==> src/rtl/ede_pkg.sv <==
package ede_pkg;
    localparam int SLOT_W    = 64;
    localparam int BYTE_W    = 8;
    localparam int NUM_BYTES = SLOT_W / BYTE_W;
    localparam int CODE_W    = 8;
    localparam int REG_W     = 4;
    localparam int OFF_W     = 16;
    localparam int IMM_W     = 32;
    localparam int WIDE_W    = 2 * IMM_W;
    localparam int OFF_BASE  = 2;
    localparam int IMM_BASE  = 4;
    localparam int OFF_B     = OFF_W / BYTE_W;
    localparam int IMM_B     = IMM_W / BYTE_W;

    localparam logic [2:0] CL_LD    = 3'b000;
    localparam logic [2:0] CL_LDX   = 3'b001;
    localparam logic [2:0] CL_ST    = 3'b010;
    localparam logic [2:0] CL_STX   = 3'b011;
    localparam logic [2:0] CL_ALU   = 3'b100;
    localparam logic [2:0] CL_JMP   = 3'b101;
    localparam logic [2:0] CL_ALU64 = 3'b111;

    localparam logic [2:0] MD_IMM  = 3'b000;
    localparam logic [2:0] MD_ABS  = 3'b001;
    localparam logic [2:0] MD_IND  = 3'b010;
    localparam logic [2:0] MD_MEM  = 3'b011;
    localparam logic [2:0] MD_ATOM = 3'b110;

    localparam logic [1:0] SZ_4 = 2'b00;
    localparam logic [1:0] SZ_8 = 2'b11;

    localparam logic [3:0]        OP_MAX    = 4'hD;
    localparam logic [CODE_W-1:0] WIDE_CODE = 8'h18;

    typedef struct packed {
        logic [CODE_W-1:0] code;
        logic [REG_W-1:0]  dst;
        logic [REG_W-1:0]  src;
        logic [OFF_W-1:0]  off;
        logic [WIDE_W-1:0] imm;
        logic              wide;
        logic              illegal;
        logic              trunc;
    } dec_rec_t;

    typedef struct packed {
        logic     out_valid;
        dec_rec_t out;
        logic     pend;
        dec_rec_t hold;
    } dec_state_t;
endpackage

==> src/rtl/ede_fields.sv <==
module ede_fields
    import ede_pkg::*;
(
    input  logic [SLOT_W-1:0] slot_i,
    input  logic              big_endian_i,
    output logic [CODE_W-1:0] code_o,
    output logic [REG_W-1:0]  dst_o,
    output logic [REG_W-1:0]  src_o,
    output logic [OFF_W-1:0]  off_o,
    output logic [IMM_W-1:0]  imm_o,
    output logic              head_zero_o
);
    logic [NUM_BYTES-1:0][BYTE_W-1:0] bytes_w;
    logic [OFF_W-1:0] off_le, off_be;
    logic [IMM_W-1:0] imm_le, imm_be;
    logic [BYTE_W-1:0] regs_w;

    assign bytes_w = slot_i;
    assign code_o  = bytes_w[0];
    assign regs_w  = bytes_w[1];

    // byte-order assembly of the offset field
    for (genvar g = 0; g < OFF_B; g++) begin : g_off
        assign off_le[g*BYTE_W +: BYTE_W] = bytes_w[OFF_BASE + g];
        assign off_be[g*BYTE_W +: BYTE_W] = bytes_w[OFF_BASE + OFF_B - 1 - g];
    end

    // byte-order assembly of the immediate field
    for (genvar g = 0; g < IMM_B; g++) begin : g_imm
        assign imm_le[g*BYTE_W +: BYTE_W] = bytes_w[IMM_BASE + g];
        assign imm_be[g*BYTE_W +: BYTE_W] = bytes_w[IMM_BASE + IMM_B - 1 - g];
    end

    assign dst_o       = big_endian_i ? regs_w[2*REG_W-1:REG_W] : regs_w[REG_W-1:0];
    assign src_o       = big_endian_i ? regs_w[REG_W-1:0] : regs_w[2*REG_W-1:REG_W];
    assign off_o       = big_endian_i ? off_be : off_le;
    assign imm_o       = big_endian_i ? imm_be : imm_le;
    assign head_zero_o = (slot_i[IMM_BASE*BYTE_W-1:0] == '0);
endmodule

==> src/rtl/ede_legal.sv <==
module ede_legal
    import ede_pkg::*;
(
    input  logic [CODE_W-1:0] code_i,
    output logic              illegal_o,
    output logic              wide_start_o
);
    logic [2:0] cls_w, mode_w;
    logic [3:0] op_w;
    logic [1:0] size_w;

    assign cls_w  = code_i[2:0];
    assign op_w   = code_i[7:4];
    assign mode_w = code_i[7:5];
    assign size_w = code_i[4:3];

    always_comb begin
        illegal_o = 1'b1;
        unique case (cls_w)
            CL_LD: begin
                if (mode_w == MD_IMM)                          illegal_o = (size_w != SZ_8);
                else if (mode_w == MD_ABS || mode_w == MD_IND) illegal_o = 1'b0;
            end
            CL_LDX, CL_ST: illegal_o = (mode_w != MD_MEM);
            CL_STX: begin
                if (mode_w == MD_MEM)       illegal_o = 1'b0;
                else if (mode_w == MD_ATOM) illegal_o = !(size_w == SZ_4 || size_w == SZ_8);
            end
            CL_ALU, CL_JMP, CL_ALU64: illegal_o = (op_w > OP_MAX);
            default: illegal_o = 1'b1;
        endcase
    end

    assign wide_start_o = (code_i == WIDE_CODE);
endmodule

==> src/rtl/dual_endian_decoder.sv <==
module dual_endian_decoder
    import ede_pkg::*;
(
    input  logic              clk_i,
    input  logic              rst_ni,
    input  logic              big_endian_i,
    input  logic              slot_valid_i,
    input  logic [SLOT_W-1:0] slot_data_i,
    input  logic              slot_last_i,
    output logic              slot_ready_o,
    output logic              dec_valid_o,
    input  logic              dec_ready_i,
    output logic [2:0]        dec_class_o,
    output logic [3:0]        dec_op_o,
    output logic              dec_srcsel_o,
    output logic [2:0]        dec_mode_o,
    output logic [1:0]        dec_size_o,
    output logic [REG_W-1:0]  dec_dst_o,
    output logic [REG_W-1:0]  dec_src_o,
    output logic [OFF_W-1:0]  dec_off_o,
    output logic [WIDE_W-1:0] dec_imm_o,
    output logic              dec_wide_o,
    output logic              dec_illegal_o,
    output logic              dec_trunc_o
);
    dec_state_t st_d, st_q;

    logic [CODE_W-1:0] code_w;
    logic [REG_W-1:0]  dst_w, src_w;
    logic [OFF_W-1:0]  off_w;
    logic [IMM_W-1:0]  imm_w;
    logic              head_zero_w, illegal_w, wide_start_w, take_w;
    dec_rec_t          cur_rec;

    ede_fields u_fields (
        .slot_i      (slot_data_i),
        .big_endian_i(big_endian_i),
        .code_o      (code_w),
        .dst_o       (dst_w),
        .src_o       (src_w),
        .off_o       (off_w),
        .imm_o       (imm_w),
        .head_zero_o (head_zero_w)
    );

    ede_legal u_legal (
        .code_i      (code_w),
        .illegal_o   (illegal_w),
        .wide_start_o(wide_start_w)
    );

    // single-slot view of the incoming slot
    always_comb begin
        cur_rec         = '0;
        cur_rec.code    = code_w;
        cur_rec.dst     = dst_w;
        cur_rec.src     = src_w;
        cur_rec.off     = off_w;
        cur_rec.imm     = {{(WIDE_W-IMM_W){imm_w[IMM_W-1]}}, imm_w};
        cur_rec.illegal = illegal_w;
    end

    assign slot_ready_o = !st_q.out_valid || dec_ready_i;
    assign take_w       = slot_valid_i && slot_ready_o;

    always_comb begin
        st_d = st_q;
        if (st_q.out_valid && dec_ready_i) begin
            st_d.out_valid = 1'b0;
        end
        if (take_w) begin
            if (st_q.pend) begin
                // second half of a wide load
                st_d.pend        = 1'b0;
                st_d.out         = st_q.hold;
                st_d.out.imm     = {imm_w, st_q.hold.imm[IMM_W-1:0]};
                st_d.out.wide    = 1'b1;
                st_d.out.illegal = !head_zero_w;
                st_d.out.trunc   = 1'b0;
                st_d.out_valid   = 1'b1;
            end else if (wide_start_w && slot_last_i) begin
                st_d.out       = cur_rec;
                st_d.out.wide  = 1'b1;
                st_d.out.trunc = 1'b1;
                st_d.out_valid = 1'b1;
            end else if (wide_start_w) begin
                st_d.pend = 1'b1;
                st_d.hold = cur_rec;
            end else begin
                st_d.out       = cur_rec;
                st_d.out_valid = 1'b1;
            end
        end
    end

    always_ff @(posedge clk_i or negedge rst_ni) begin
        if (!rst_ni) st_q <= '0;
        else         st_q <= st_d;
    end

    assign dec_valid_o   = st_q.out_valid;
    assign dec_class_o   = st_q.out.code[2:0];
    assign dec_op_o      = st_q.out.code[7:4];
    assign dec_srcsel_o  = st_q.out.code[3];
    assign dec_mode_o    = st_q.out.code[7:5];
    assign dec_size_o    = st_q.out.code[4:3];
    assign dec_dst_o     = st_q.out.dst;
    assign dec_src_o     = st_q.out.src;
    assign dec_off_o     = st_q.out.off;
    assign dec_imm_o     = st_q.out.imm;
    assign dec_wide_o    = st_q.out.wide;
    assign dec_illegal_o = st_q.out.illegal;
    assign dec_trunc_o   = st_q.out.trunc;
endmodule

==> config.mk <==
export PLATFORM = sky130hd
export DESIGN_NAME = dual_endian_decoder
export DESIGN_NICKNAME = d
export VERILOG_FILES = /design/src/rtl/ede_pkg.sv /design/src/rtl/ede_fields.sv /design/src/rtl/ede_legal.sv /design/src/rtl/dual_endian_decoder.sv
export SDC_FILE = /design/constraint.sdc
export NUM_CORES = 1
export LEC_CHECK = 0
export CELL_PAD_IN_SITES_DETAIL_PLACEMENT = 1
export CELL_PAD_IN_SITES_GLOBAL_PLACEMENT = 1
export CORE_MARGIN = 3
export CORE_UTILIZATION = 42
export CTS_BUF_LIST = sky130_fd_sc_hd__clkbuf_16
export CTS_CLUSTER_DIAMETER = 80
export CTS_CLUSTER_SIZE = 30
export DETAILED_ROUTE_END_ITERATION = 8
export GPL_ROUTABILITY_DRIVEN = 0
export GPL_TIMING_DRIVEN = 0
export PLACE_DENSITY = 0.93
export SLEW_MARGIN = 0
export SYNTH_ARGS = -nofsm -noshare
export SYNTH_HDL_FRONTEND = slang
export SYNTH_SLANG_ARGS = --single-unit
==> constraint.sdc <==
create_clock -name clk_i -period 2.8 [get_ports clk_i]
set_input_delay 0.56 -clock clk_i [delete_from_list [all_inputs] [get_ports clk_i]]
set_output_delay 0.56 -clock clk_i [all_outputs]
set_load 0.1 [all_outputs]
* Word level (Yosys, flattened, before mapping)
Index checks and enable logic that the tools add are counted.
** Storage, ports and cells
- Register bits :: 166
- Input port bits :: 70
- Output and inout bits :: 106
- Word-level logic and storage cells :: 68
** Cells by class
- Magnitude comparators :: 1
- Eq/ne operators :: 15
- Muxes and demuxes :: 17
- Bitwise logic cells :: 2
- Reduce and logical (&&, ||, !) cells :: 17
** Operator list (number)
- 100-bit 2-to-1 mux :: 4
- 200-bit 2-to-1 mux :: 1
- 101-bit 2-to-1 mux :: 1
- 99-bit 2-to-1 mux :: 1
- 32-bit logical NOT :: 1
- 32-bit 2-to-1 mux :: 1
- 16-bit 2-to-1 mux :: 1
- 3-bit by 2-bit equality test with 1-bit output, second input constant :: 4
- 3-bit equality test, second input constant :: 4
- 8-bit by 5-bit equality test with 1-bit output, second input constant :: 1
- 4-bit 2-to-1 mux :: 2
- 3-bit by 1-bit equality test with 1-bit output, second input constant :: 2
- 3-bit logical NOT :: 2
- 3-bit by 2-bit != test with 1-bit output, second input constant :: 2
- 1-bit 2-to-1 mux :: 5
- 4-bit > comparator, second input constant :: 1
- 1-bit case mux with 4 select lines :: 1
- 4-bit AND reduction :: 1
- 1-bit logical AND :: 3
- 1-bit logical NOT :: 3
- 1-bit logical OR :: 3
- 3-bit OR reduction :: 1
- 2-bit equality test, second input constant :: 1
- 2-bit logical NOT :: 1
- other kinds (4) :: 5

* Logic depth before layout (Yosys ltp)
- Depth in word-level cells :: 10
- Mapped depth :: 8

* By module
Synthesis repeated with hierarchy kept, for this count alone.
** Unflattened totals
- Cells, all modules :: 845
- Area total of the unflattened synthesis :: 9624.2 um^2
** By module, submodules not included
- dual_endian_decoder :: instances 1, cells an instance 748, area an instance 8545.7 um^2, seq. area each 4129.0 um^2
- ede_fields :: instances 1, cells an instance 81, area an instance 968.4 um^2, seq. area each 0.0 um^2
- ede_legal :: instances 1, cells an instance 16, area an instance 110.1 um^2, seq. area each 0.0 um^2

* Least setup slack after synthesis
OpenSTA, ideal clock, no wires.
- Kind :: reg-to-reg
- Start point :: register st_q, in the netlist dec_valid_o
- End point :: register st_q, in the netlist dec_size_o[0]
- Arrival time :: 2.907 ns
- Slack :: -0.235 ns
- Cell stages (with the launch flop) :: 7
- Buffers on the path :: 2
- Clock period less this slack :: 3.035 ns
- Path through :: dfrtp_1 -> nand2b_1 -> and2_1 -> buf_2 -> a21boi_2 -> buf_6 -> mux2_1
** Between the ends
- Cells in the longest elaborated chain, start to end :: 4
** RTL lines
- start, declared :: line dual_endian_decoder.sv:26 : dec_state_t st_d, st_q;
- start signal, assigned :: line dual_endian_decoder.sv:98 : else st_q <= st_d;
- 1-bit logical NOT :: line dual_endian_decoder.sv:63 : assign slot_ready_o = !st_q.out_valid || dec_ready_i;
- 1-bit logical OR :: line dual_endian_decoder.sv:63
- net slot_ready_o :: line dual_endian_decoder.sv:10 : output logic slot_ready_o,
- 1-bit logical AND :: line dual_endian_decoder.sv:64 : assign take_w = slot_valid_i && slot_ready_o;
- 2-bit AND reduction (no source line)
The timed path passes the listed nets, and every way through them passes these cells.
A chain may end at the register's enable or synchronous reset.

* Final worst setup path
- Start point :: register st_q, in the netlist dec_imm_o[37]
- End point :: output dec_imm_o[37]
** RTL lines
- end, declared :: line dual_endian_decoder.sv:21 : output logic [WIDE_W-1:0] dec_imm_o,
No word-level cell between the ends.

==> impl_metrics.yaml <==
run_status:
  status: "finished clean"
synth:
  avgSynthCellArea_um2: 9.879
  synth_commonest_cells: "dfrtp_1 (165), nand2_1 (124), buf_4 (103)"
  synth_cell_type_count: 42
  ys_seq_elements: 165
  yosys-top-cells-area: "dfrtp_1 (50%), buf_4 (9.3%), mux2i_1 (7.6%)"
  yosysMostFrequentCell: "dfrtp_1"
  synth_nets: 915
  synth_ff_type: "dfrtp_1"
  ys.warnings.count: 0
  synth-edff-count: 0
  yosysTopAreaCell: "dfrtp_1"
  syn_area_um2: 8338
  yosysTopAreaCellShare_pct: 49.52
  seq_area_frac_synth_pct: 49.52
  syn_inst: 844
  async_flop_share_pct: 100.0
global_routing:
  grt_pass1_wl_um: 46270
  antenna_found_initial: 0
  grt.total_usage_pct: 27.41
  grt_overflow: 0
  grt_start_max_net_pins: 95
  first_global_vias: 8119
route:
  highest_layer: "met4"
  routed_wl_um: 29610
  dr.pass1.iters: 5
  drc: 0
  first_iter_violations: 435
  num_vias: 7239
  met3_wirelength_um: 1225
  antenna_left: 0
  met1_length_um: 12060
  wl_per_cell_um: 22.55
  vias_per_cell: 5.513
  met2WireLength_um: 15000
finish:
  multi_input_area_um2: 3137
  nets: 1111
  final_area_um2: 11150
  diodes: 0
  syn_to_final_growth_pct: 33.72
  fillers: 2062
  regArea_um2: 4129
  utilization_pct: 58.43
  drive_gt1_share_pct: 18.14
clock_network:
  cts_buffer_depth: 2
  numCtsBuffers: 17
  ctsRootBufferMaster: "clkbuf_16"
  path_clk_slew_ns: 0.07
  clock-sinks: 165
  cts.htree.levels: 4
  cts_tree: "yes"
  worstSkewPairLatency_ns: 0.45
timing:
  finalSetupViolCount: 0
  drv_slew: 0
  worst_pin_slew_ns: 1.064
  period_needed_ns: 2.688
  fmax_ghz: 0.3720
  clock_skew_ns: 0.01073
  rsz0062_at_grt: "false"
  relSlewSlack_pct: 28.83
  period_share_pct: 96.01
  hold_viol_final: 0
  fin_hold_ws_ns: 0.06982
min_path:
  hp-class: "in2async"
worst_setup_path:
  end_kind: "output pin"
  path_buf_inv: 2
  r2r_slack_ns: 0.60
  reg2reg_from: "st_q[99]$_DFFE_PN0P_"
  worst-path-max-fanout: 2
  crit_path_top_delay_cell: "clkdlybuf4s50_1"
  cp.depth: 2
  rr_endpoint: "dec_mode_o[2]$_DFFE_PN0P_"
  startpoint: "dec_imm_o[37]$_DFFE_PN0P_"
  crit_chain: "buf_4 -> clkdlybuf4s50_1"
  path_class: "reg2out"
  cp-endpoint: "dec_imm_o[37]"
  r2r_cells: 4
  crit_path_max_incr_delay_ns: 1.15
  arrival_ns: 2.13
  setup.worst_path.start_class: "flip-flop"
  crit_family: "buffers and inverters"
  required_ns: 2.24
die:
  die_y_um: 146.9
  rows: 50
  die_x_um: 146.9
  io_pins: 176
  start_util_pct: 43.70
  core_area_um2: 19080
  die_area_um2: 21580
run:
  cap_violations: 0
place:
  hpwl_um: 20370
  placed_cell_area_um2: 10440
  portBuffers: 174
pwr:
  leakage_nw: 5.045
  power_density_nw_per_um2: 843.5
  power_mw: 9.404
  peakVddDrop_v: 0.0005485
-- how the worst min path moves through the flow --
stage	end	cells after the start
after CTS	dec_mode_o[0]$_DFFE_PN0P_	1
final	dec_mode_o[0]$_DFFE_PN0P_	1
after floorplan	dec_class_o[0]$_DFFE_PN0P_	0
after global placement	st_q[94]$_DFFE_PN0P_	1
after global routing	dec_mode_o[0]$_DFFE_PN0P_	1
after detailed placement	st_q[94]$_DFFE_PN0P_	1
-- placed cells by master, fill, tap and decap left out, drive strengths merged, types with 4 or more instances in the layout --
cell type      instances
clkdlybuf4s50        172
dfrtp                165
buf                  143
nand2                124
o21ai                120
mux2i                 63
a2bb2oi               55
nor2                  43
clkbuf                38
a21oi                 37
nand2b                35
inv                    9
and2                   7
nor4                   7
bufinv                 4
-- final cells by class --
cell class,count,area share (%)
plain buffers,160,9.943
clock buffers,17,3.816
clock inverters,15,2.087
flip-flops and latches,165,37.03
repair buffers,177,16.04
multi-input cells,518,28.13
well taps,260,2.918
inverters,1,0.03367
-- power breakdown --
part / leakage, nW / total, mW / switching (mW) / internal, mW
combinational: 2.60 / 3.93 / 2.80 / 1.12
sequential: 2.13 / 2.83 / 0.184 / 2.65
clock: 0.318 / 2.65 / 1.11 / 1.53
-- routing by layer --
| metal | GRT usage [%] | vias up |
|---|---|---|
| li1 | - | 3197 |
| met1 | 33.29 | 3689 |
| met2 | 47.52 | 270 |
| met3 | 4.874 | 83 |
| met4 | 12.67 | 0 |
| met5 | 0 | - |
-- state kept, by name, indices dropped and copies added (netlist names), 3 cells and up --
signal / count
dec_imm_o: 64
dec_dst_o: 4
dec_off_o: 16
dec_mode_o: 3
dec_src_o: 4
dec_class_o: 3
st_q: 65
-- metrics by stage --
stage	instances	worst slack, ns	TNS [ns]
2_1_floorplan	844	0.1065	0
3_3_place_gp	1278	-5.715	-957.69
3_5_place_dp	1279	-0.4258	-29.65
4_1_cts	1313	0.03026	0
5_1_grt	1313	0.02865	0
6_report	1313	0.1119	0
-- kinds of logic after synthesis --
logic type	count (synthesis)	share of synthesized area (%)
AOI/OAI and AO/OA	225	16.93
DFF	165	49.52
muxes	64	7.698
and+or+nand+nor	228	12.46
buffers and inverters	161	13.25
adders and majority gates	1	0.1500
-- repair_timing --
action	CTS	global route
resized for setup	5	9
pin swaps	1	0
hold buffers	0	0
cloned	0	0
buffers inserted	2	0
setup endpoints to repair	62	61
(Power assumes the default switching activity.)
